<file path="config.mk">
export PLATFORM = sky130hd
export DESIGN_NAME = fpa_align_adder
export DESIGN_NICKNAME = d
export VERILOG_FILES = /design/src/rtl/fpa_pkg.sv /design/src/rtl/fpa_operand_reg.sv /design/src/rtl/fpa_mant_addsub.sv /design/src/rtl/fpa_norm_acc.sv /design/src/rtl/fpa_ctrl.sv /design/src/rtl/fpa_align_adder.sv
export SDC_FILE = /design/constraint.sdc
export NUM_CORES = 1
export LEC_CHECK = 0
export ABC_AREA = 1
export BUFFER_PORTS_ARGS = -buffer_cell sky130_fd_sc_hd__buf_2
export CAP_MARGIN = 20
export CORE_ASPECT_RATIO = 1.1
export CORE_MARGIN = 4
export CORE_UTILIZATION = 50
export DETAILED_ROUTE_END_ITERATION = 6
export PLACE_DENSITY = 0.68
export SKIP_LAST_GASP = 1
export SYNTH_ARGS = -nofsm -noshare
export SYNTH_HDL_FRONTEND = slang
export SYNTH_HIERARCHICAL = 1
export SYNTH_SLANG_ARGS = --single-unit
</file>
<file path="constraint.sdc">
create_clock -name clk -period 2.8 [get_ports clk]
set_input_delay 0.14 -clock clk [delete_from_list [all_inputs] [get_ports clk]]
set_output_delay 0.14 -clock clk [all_outputs]
set_load 0.005 [all_outputs]
</file>
<file path="src/rtl/fpa_pkg.sv">
`timescale 1ns/1ps
// Shared types for the sequential floating-point adder.
// Assumes nothing beyond the enclosing design modules.
package fpa_pkg;

    // Controller states.
    typedef enum logic [2:0] {
        ST_IDLE    = 3'd0,
        ST_CMP     = 3'd1,
        ST_ALIGN_X = 3'd2,
        ST_ALIGN_Y = 3'd3,
        ST_ADD     = 3'd4,
        ST_NORM    = 3'd5
    } fpa_state_e;

    // Command to one operand register.
    typedef enum logic [1:0] {
        OPR_HOLD = 2'd0,
        OPR_LOAD = 2'd1,
        OPR_SHR  = 2'd2
    } opr_cmd_e;

    // Command to the result accumulator.
    typedef enum logic [1:0] {
        ACC_HOLD = 2'd0,
        ACC_LOAD = 2'd1,
        ACC_SHR  = 2'd2,
        ACC_SHL  = 2'd3
    } acc_cmd_e;

endpackage

</file>
<file path="src/rtl/fpa_operand_reg.sv">
`timescale 1ns/1ps
// Operand register: holds sign, exponent and mantissa of one operand.
// A shift command moves the mantissa right one place (LSB dropped) and
// raises the exponent by one, so the value is kept apart from truncation.
// Assumes the controller never loads and shifts in the same cycle.
module fpa_operand_reg
    import fpa_pkg::*;
#(
    parameter int EXP_W = 8,
    parameter int MAN_W = 16
) (
    input  logic             clk,
    input  logic             rst_n,
    input  opr_cmd_e         cmd,
    input  logic             ld_sign,
    input  logic [EXP_W-1:0] ld_exp,
    input  logic [MAN_W-1:0] ld_man,
    output logic             sign,
    output logic [EXP_W-1:0] exp_q,
    output logic [MAN_W-1:0] man_q
);

    // Capture, align-shift or hold the operand fields.
    always_ff @(posedge clk) begin
        if (!rst_n) begin
            sign  <= 1'b0;
            exp_q <= '0;
            man_q <= '0;
        end else begin
            case (cmd)
                OPR_LOAD: begin
                    sign  <= ld_sign;
                    exp_q <= ld_exp;
                    man_q <= ld_man;
                end
                OPR_SHR: begin
                    exp_q <= exp_q + EXP_W'(1);
                    man_q <= man_q >> 1;
                end
                default: ;
            endcase
        end
    end

endmodule

</file>
<file path="src/rtl/fpa_mant_addsub.sv">
`timescale 1ns/1ps
// Signed-magnitude mantissa adder/subtractor (combinational).
// Like signs: magnitudes added, carry kept in the top bit.
// Unlike signs: smaller magnitude taken from the larger; sign follows
// the larger. Assumes both mantissas are already aligned.
module fpa_mant_addsub #(
    parameter int MAN_W = 16
) (
    input  logic             sx,
    input  logic [MAN_W-1:0] mx,
    input  logic             sy,
    input  logic [MAN_W-1:0] my,
    output logic [MAN_W:0]   sum,
    output logic             sum_sign
);

    logic [MAN_W:0] ext_x;
    logic [MAN_W:0] ext_y;

    // Widen both operands by one bit for the carry.
    always_comb begin
        ext_x = {1'b0, mx};
        ext_y = {1'b0, my};
    end

    // Choose add or ordered subtract and the sign that goes with it.
    always_comb begin
        if (sx == sy) begin
            sum      = ext_x + ext_y;
            sum_sign = sx;
        end else if (mx >= my) begin
            sum      = ext_x - ext_y;
            sum_sign = sx;
        end else begin
            sum      = ext_y - ext_x;
            sum_sign = sy;
        end
    end

endmodule

</file>
<file path="src/rtl/fpa_norm_acc.sv">
`timescale 1ns/1ps
// Result accumulator with a one-place bidirectional shifter and an
// exponent incrementer/decrementer used for normalisation.
// Assumes the controller issues at most one command per cycle.
module fpa_norm_acc
    import fpa_pkg::*;
#(
    parameter int EXP_W = 8,
    parameter int MAN_W = 16
) (
    input  logic             clk,
    input  logic             rst_n,
    input  acc_cmd_e         cmd,
    input  logic             ld_sign,
    input  logic [EXP_W-1:0] ld_exp,
    input  logic [MAN_W:0]   ld_sum,
    output logic             sign,
    output logic [EXP_W-1:0] exp_q,
    output logic [MAN_W:0]   acc_q
);

    // Load a raw sum or shift it one place with exponent correction.
    always_ff @(posedge clk) begin
        if (!rst_n) begin
            sign  <= 1'b0;
            exp_q <= '0;
            acc_q <= '0;
        end else begin
            case (cmd)
                ACC_LOAD: begin
                    sign  <= ld_sign;
                    exp_q <= ld_exp;
                    acc_q <= ld_sum;
                end
                ACC_SHR: begin
                    exp_q <= exp_q + EXP_W'(1);
                    acc_q <= acc_q >> 1;
                end
                ACC_SHL: begin
                    exp_q <= exp_q - EXP_W'(1);
                    acc_q <= acc_q << 1;
                end
                default: ;
            endcase
        end
    end

endmodule

</file>
<file path="src/rtl/fpa_ctrl.sv">
`timescale 1ns/1ps
// Control FSM: loads the operands, compares the exponents, steps the
// alignment, triggers the add and walks the normalisation. Finish strobes
// tell the top which value becomes the result.
// Assumes the operand and accumulator registers follow the commands it gives.
module fpa_ctrl
    import fpa_pkg::*;
#(
    parameter int EXP_W = 8,
    parameter int MAN_W = 16
) (
    input  logic             clk,
    input  logic             rst_n,
    input  logic             start,
    input  logic [EXP_W-1:0] ex,
    input  logic [EXP_W-1:0] ey,
    input  logic [MAN_W:0]   acc,
    output opr_cmd_e         x_cmd,
    output opr_cmd_e         y_cmd,
    output acc_cmd_e         acc_cmd,
    output fpa_state_e       state,
    output logic             fin_copy_x,
    output logic             fin_copy_y,
    output logic             fin_zero,
    output logic             fin_norm
);

    localparam logic [EXP_W:0] GAP_LIM = (EXP_W+1)'(MAN_W);

    fpa_state_e     nxt;
    logic [EXP_W:0] gap_xy;
    logic [EXP_W:0] gap_yx;

    // Exponent gaps in both directions, one bit wider than the exponent.
    always_comb begin
        gap_xy = {1'b0, ex} - {1'b0, ey};
        gap_yx = {1'b0, ey} - {1'b0, ex};
    end

    // Next-state and command decode.
    always_comb begin
        nxt        = state;
        x_cmd      = OPR_HOLD;
        y_cmd      = OPR_HOLD;
        acc_cmd    = ACC_HOLD;
        fin_copy_x = 1'b0;
        fin_copy_y = 1'b0;
        fin_zero   = 1'b0;
        fin_norm   = 1'b0;
        case (state)
            ST_IDLE: begin
                if (start) begin
                    x_cmd = OPR_LOAD;
                    y_cmd = OPR_LOAD;
                    nxt   = ST_CMP;
                end
            end
            ST_CMP: begin
                if (ex == ey) begin
                    nxt = ST_ADD;
                end else if (ex > ey) begin
                    if (gap_xy >= GAP_LIM) begin
                        fin_copy_x = 1'b1;
                        nxt        = ST_IDLE;
                    end else begin
                        nxt = ST_ALIGN_Y;
                    end
                end else begin
                    if (gap_yx >= GAP_LIM) begin
                        fin_copy_y = 1'b1;
                        nxt        = ST_IDLE;
                    end else begin
                        nxt = ST_ALIGN_X;
                    end
                end
            end
            ST_ALIGN_X: begin
                if (ex == ey) nxt = ST_ADD;
                else          x_cmd = OPR_SHR;
            end
            ST_ALIGN_Y: begin
                if (ex == ey) nxt = ST_ADD;
                else          y_cmd = OPR_SHR;
            end
            ST_ADD: begin
                acc_cmd = ACC_LOAD;
                nxt     = ST_NORM;
            end
            ST_NORM: begin
                if (acc == '0) begin
                    fin_zero = 1'b1;
                    nxt      = ST_IDLE;
                end else if (acc[MAN_W]) begin
                    acc_cmd = ACC_SHR;
                end else if (!acc[MAN_W-1]) begin
                    acc_cmd = ACC_SHL;
                end else begin
                    fin_norm = 1'b1;
                    nxt      = ST_IDLE;
                end
            end
            default: nxt = ST_IDLE;
        endcase
    end

    // State register.
    always_ff @(posedge clk) begin
        if (!rst_n) state <= ST_IDLE;
        else        state <= nxt;
    end

endmodule

</file>
<file path="src/rtl/fpa_align_adder.sv">
`timescale 1ns/1ps
// Top of the sequential floating-point adder. Two operand registers, a
// shared mantissa adder/subtractor, a normalising accumulator and the
// control FSM. Result and done are registered.
// Assumes callers avoid exponent wrap; no rounding or special values.
module fpa_align_adder
    import fpa_pkg::*;
#(
    parameter int EXP_W = 8,
    parameter int MAN_W = 16,
    localparam int WORD_W = 1 + EXP_W + MAN_W
) (
    input  logic              clk,
    input  logic              rst_n,
    input  logic              start,
    input  logic [WORD_W-1:0] op_x,
    input  logic [WORD_W-1:0] op_y,
    output logic [WORD_W-1:0] result,
    output logic              done
);

    opr_cmd_e         x_cmd;
    opr_cmd_e         y_cmd;
    acc_cmd_e         acc_cmd;
    fpa_state_e       ctl_state;
    logic             fin_copy_x;
    logic             fin_copy_y;
    logic             fin_zero;
    logic             fin_norm;
    logic             x_sign;
    logic             y_sign;
    logic [EXP_W-1:0] x_exp;
    logic [EXP_W-1:0] y_exp;
    logic [MAN_W-1:0] x_man;
    logic [MAN_W-1:0] y_man;
    logic [MAN_W:0]   raw_sum;
    logic             raw_sign;
    logic             acc_sign;
    logic [EXP_W-1:0] acc_exp;
    logic [MAN_W:0]   acc_man;

    fpa_operand_reg #(.EXP_W(EXP_W), .MAN_W(MAN_W)) u_opx (
        .clk     (clk),
        .rst_n   (rst_n),
        .cmd     (x_cmd),
        .ld_sign (op_x[WORD_W-1]),
        .ld_exp  (op_x[MAN_W +: EXP_W]),
        .ld_man  (op_x[MAN_W-1:0]),
        .sign    (x_sign),
        .exp_q   (x_exp),
        .man_q   (x_man)
    );

    fpa_operand_reg #(.EXP_W(EXP_W), .MAN_W(MAN_W)) u_opy (
        .clk     (clk),
        .rst_n   (rst_n),
        .cmd     (y_cmd),
        .ld_sign (op_y[WORD_W-1]),
        .ld_exp  (op_y[MAN_W +: EXP_W]),
        .ld_man  (op_y[MAN_W-1:0]),
        .sign    (y_sign),
        .exp_q   (y_exp),
        .man_q   (y_man)
    );

    fpa_mant_addsub #(.MAN_W(MAN_W)) u_addsub (
        .sx       (x_sign),
        .mx       (x_man),
        .sy       (y_sign),
        .my       (y_man),
        .sum      (raw_sum),
        .sum_sign (raw_sign)
    );

    fpa_norm_acc #(.EXP_W(EXP_W), .MAN_W(MAN_W)) u_acc (
        .clk     (clk),
        .rst_n   (rst_n),
        .cmd     (acc_cmd),
        .ld_sign (raw_sign),
        .ld_exp  (x_exp),
        .ld_sum  (raw_sum),
        .sign    (acc_sign),
        .exp_q   (acc_exp),
        .acc_q   (acc_man)
    );

    fpa_ctrl #(.EXP_W(EXP_W), .MAN_W(MAN_W)) u_ctrl (
        .clk        (clk),
        .rst_n      (rst_n),
        .start      (start),
        .ex         (x_exp),
        .ey         (y_exp),
        .acc        (acc_man),
        .x_cmd      (x_cmd),
        .y_cmd      (y_cmd),
        .acc_cmd    (acc_cmd),
        .state      (ctl_state),
        .fin_copy_x (fin_copy_x),
        .fin_copy_y (fin_copy_y),
        .fin_zero   (fin_zero),
        .fin_norm   (fin_norm)
    );

    // Latch the finished word and raise the one-cycle completion pulse.
    always_ff @(posedge clk) begin
        if (!rst_n) begin
            result <= '0;
            done   <= 1'b0;
        end else begin
            done <= fin_copy_x | fin_copy_y | fin_zero | fin_norm;
            if (fin_copy_x)     result <= {x_sign, x_exp, x_man};
            else if (fin_copy_y) result <= {y_sign, y_exp, y_man};
            else if (fin_zero)   result <= '0;
            else if (fin_norm)   result <= {acc_sign, acc_exp, acc_man[MAN_W-1:0]};
        end
    end

endmodule

</file>
==> out/results.ini <==
[global_route]
grt_overflow = 0
antenna_found_initial = 0
grt_usage_pct = 31.0
grt_use_met3_pct = 3.25
grt_pass1_vias = 11000
use_met2_pct = 54.0
grt_max_degree = 42
grt_pass1_wl_mm = 58.9
top_usage_layer = met2
grtUsageMet1_pct = 38.3

[sta]
tightestPinTransition_ns = 0.706
period_share_pct = 96.3
worst_slack_ns = 0.105
setup_viol = 0
fin_crit_ns = 2.70
fmax_ghz = 0.371
slew_viol_final = 0
tns_ns = 0
hold_viol = 0
clock_skew_ns = 0.0129
slew-limit-headroom_pct = 52.9

[synthesis]
ys_types = 48
synthTopCellsByArea = nand2_1 21%, dfxtp_1 20%, inv_1 10%, ha_1 8.3%, nand3_1 8.1%
synth-async-reset-ratio_pct = 0
syn-cell-area_um2 = 10700
yosys_warnings = 6
syn-num-nets = 1896
avgSynthCellArea_um2 = 6.05
synth.largest_area_cell = nand2_1
syn_inst = 1769
yosysSeqAreaShare_pct = 19.7
synth_top_area_share_pct = 20.8
synth_edf_count = 0
synth-main-ff-cell = dfxtp_1
synth_seq_cells = 105

[floorplan]
fp-row-count = 55
core-area_um2 = 20800
die_area_um2 = 23800
ioPinCount = 79
start_util_pct = 51.5
dieWidth_um = 147
die_y_um = 161

[layout]
areaGrowthSynthToFinish_pct = 14.3
fin_cells = 2197
final_layout_size_suffix_gt1_share_pct = 18.3
diodes = 0
design_area_um2 = 12200
layout.nets = 2034

[worst_setup_path]
crit_top_cell = nand2_1
start_kind = flip-flop
critPathArrivalTime_ns = 2.95
cpPeakStageDelay_ns = 0.36
reg2reg_to = u_opx/exp_q[5]$_SDFFE_PN0P_
r2r_slack_ns = 0.10
slowest_stage = ha_1
timing.critical_path.to_type = flip-flop
crit_path_cell_trace = inv_1, ha_1, nand2_1, inv_1, nand4_2, buf_4, nand3_2, nor2_1, ha_1, buf_4, nand2_1, inv_1, nand2_1, nand2_1, nand2_1, nand2_1, nor2_1
r2r_start = u_opx/exp_q[3]$_SDFFE_PN0P_
required_ns = 3.06
path_class = flip-flop to flip-flop
reg2reg_depth = 17
cp_max_fo = 19

[cts]
htreeDepth = 3
clock_latency_ns = 0.36
cts_buffer_depth = 2
clk_pin_slew_ns = 0.08
cts_sinks = 105
cts_tree = done
cts_root_buf = clkbuf_16
numCtsBuffers = 9

[detailed_routing]
first_pass_iters = 6
vias = 11700
antenna_left = 0
drt-total-wl_mm = 37.9
drc = 0
drt-wirelength-per-cell_um = 17.3
dr.first_iter.drc_count = 1106
via_per_inst = 5.33

[hold_path]
hold_path.class = input pin to flip-flop
holdPathStages = 3
min_to = u_opy/man_q[15]$_SDFFE_PN0P_
min-delay-start = op_y[15]

[placement]
dpl_worst_slack_ns = -0.0424
numPlacedInstances = 2170
postPlaceCellArea_um2 = 11800
place_congestion = 1.02
io_buffers = 78
hpwl_mm = 29.8

[run_status]
status = complete, no violations

[flow_run]
cap_violations = 0

per-layer routing:
metal	routed length, µm	up-vias
li1	-	5837
met5	0	-
met1	15500	5362
met4	2020	0
met2	18300	414
met3	2100	91
critical path, delay by kind of cell, from the launching register on:
family                     cells  cell delay, ns
adders and majority gates      2            0.66
and+or+nand+nor               10            0.95
DFF                            1            0.34
buffers and inverters          5            0.63
cell usage after synthesis (11+ instances only):
cell      instances
a21oi_1          93
a31oi_1          16
buf_2            18
buf_4            15
buf_6            20
clkbuf_1         13
dfxtp_1         105
ha_1             71
inv_1           284
inv_2            12
nand2_1         592
nand2_2          20
nand2_4          13
nand3_1         173
nand3_2          12
nand4_1          21
nor2_1           83
nor2_2           11
o211ai_1         15
o211ai_2         21
o21ai_0          78
xor2_1           11
how the worst max path moves through the flow:
stage                                            from                           to  slack (ns)  cells past startpoint
after CTS                 u_opy/man_q[0]$_SDFFE_PN0P_  u_acc/acc_q[4]$_SDFFE_PN0P_        0.06                     12
after floorplan           u_opx/exp_q[4]$_SDFFE_PN0P_  u_opx/man_q[1]$_SDFFE_PN0P_        0.39                     14
after detailed placement  u_opx/exp_q[5]$_SDFFE_PN0P_      result[18]$_SDFFE_PN0P_       -0.04                     16
final                     u_opx/exp_q[3]$_SDFFE_PN0P_  u_opx/exp_q[5]$_SDFFE_PN0P_        0.10                     17
after global placement    u_opx/exp_q[5]$_SDFFE_PN0P_       result[2]$_SDFFE_PN0P_       0.003                     16
after global routing      u_opx/exp_q[3]$_SDFFE_PN0P_  u_opx/exp_q[5]$_SDFFE_PN0P_       -0.02                     17
area by class of cell:
type | instances | area, µm²
inverter | 300 | 1140
tap | 285 | 357
clock buffer | 10 | 239
multi-input combinational | 1295 | 6970
clock inverter | 6 | 73.8
timing repair buffer | 196 | 1340
sequential | 105 | 2110
fill | 2189 | 8560
flip-flops by register name, indices dropped and copies added, names as in the netlist:
register / cells
u_opy/exp_q: 8
result: 25
u_opy/man_q: 16
u_acc/exp_q: 8
u_opx/exp_q: 8
u_opx/sign: 1
u_opy/sign: 1
u_acc/sign: 1
u_acc/acc_q: 17
done: 1
u_opx/man_q: 16
u_ctrl/state: 3
cell families after synthesis:
family | after synthesis | synth area share, %
buffers and inverters | 371 | 15.7
DFF | 105 | 19.7
and+or+nand+nor | 956 | 40.1
xor gates and xnor gates | 13 | 1.06
AOI/OAI and AO/OA | 250 | 14.6
adders and majority gates | 74 | 8.87
cells in the final DEF, fill, tap and decap left out, drive strengths merged:
| cell | instances |
|---|---|
| o21bai | 5 |
| xnor2 | 2 |
| a31oi | 16 |
| nand2 | 627 |
| and2 | 2 |
| ha | 71 |
| clkinv | 2 |
| nand3b | 2 |
| nor2 | 104 |
| o21ai | 88 |
| nand4 | 23 |
| nor3 | 5 |
| inv | 302 |
| or2 | 8 |
| clkinvlp | 1 |
| dfxtp | 105 |
| nor4 | 1 |
| bufinv | 1 |
| o21a | 4 |
| a22oi | 1 |
| a21oi | 98 |
| buf | 196 |
| clkbuf | 10 |
| o211ai | 37 |
| xor2 | 11 |
| a21o | 1 |
| nand3 | 186 |
| fa | 3 |
what timing repair did:
action / CTS / global route
buffers inserted: 0 / 9
endpoints found under the setup margin: 25 / 66
gates resized for setup: 1 / 17
pin swaps: 0 / 4
cloned: 0 / 2
hold buffers: 0 / 0
hold endpoints to repair: 0 / 0
through the flow:
stage | util (%) | hold WS [ns]
floorplan | - | 0.263
global placement | 56.7 | 0.388
detailed placement | 56.7 | 0.390
CTS | 58.2 | 0.00809
global route | 58.8 | 0.0444
finish | 58.8 | 0.0110
Power is not shown: default switching activity piles up to over one toggle a cycle in this logic, so the estimate is an artifact.
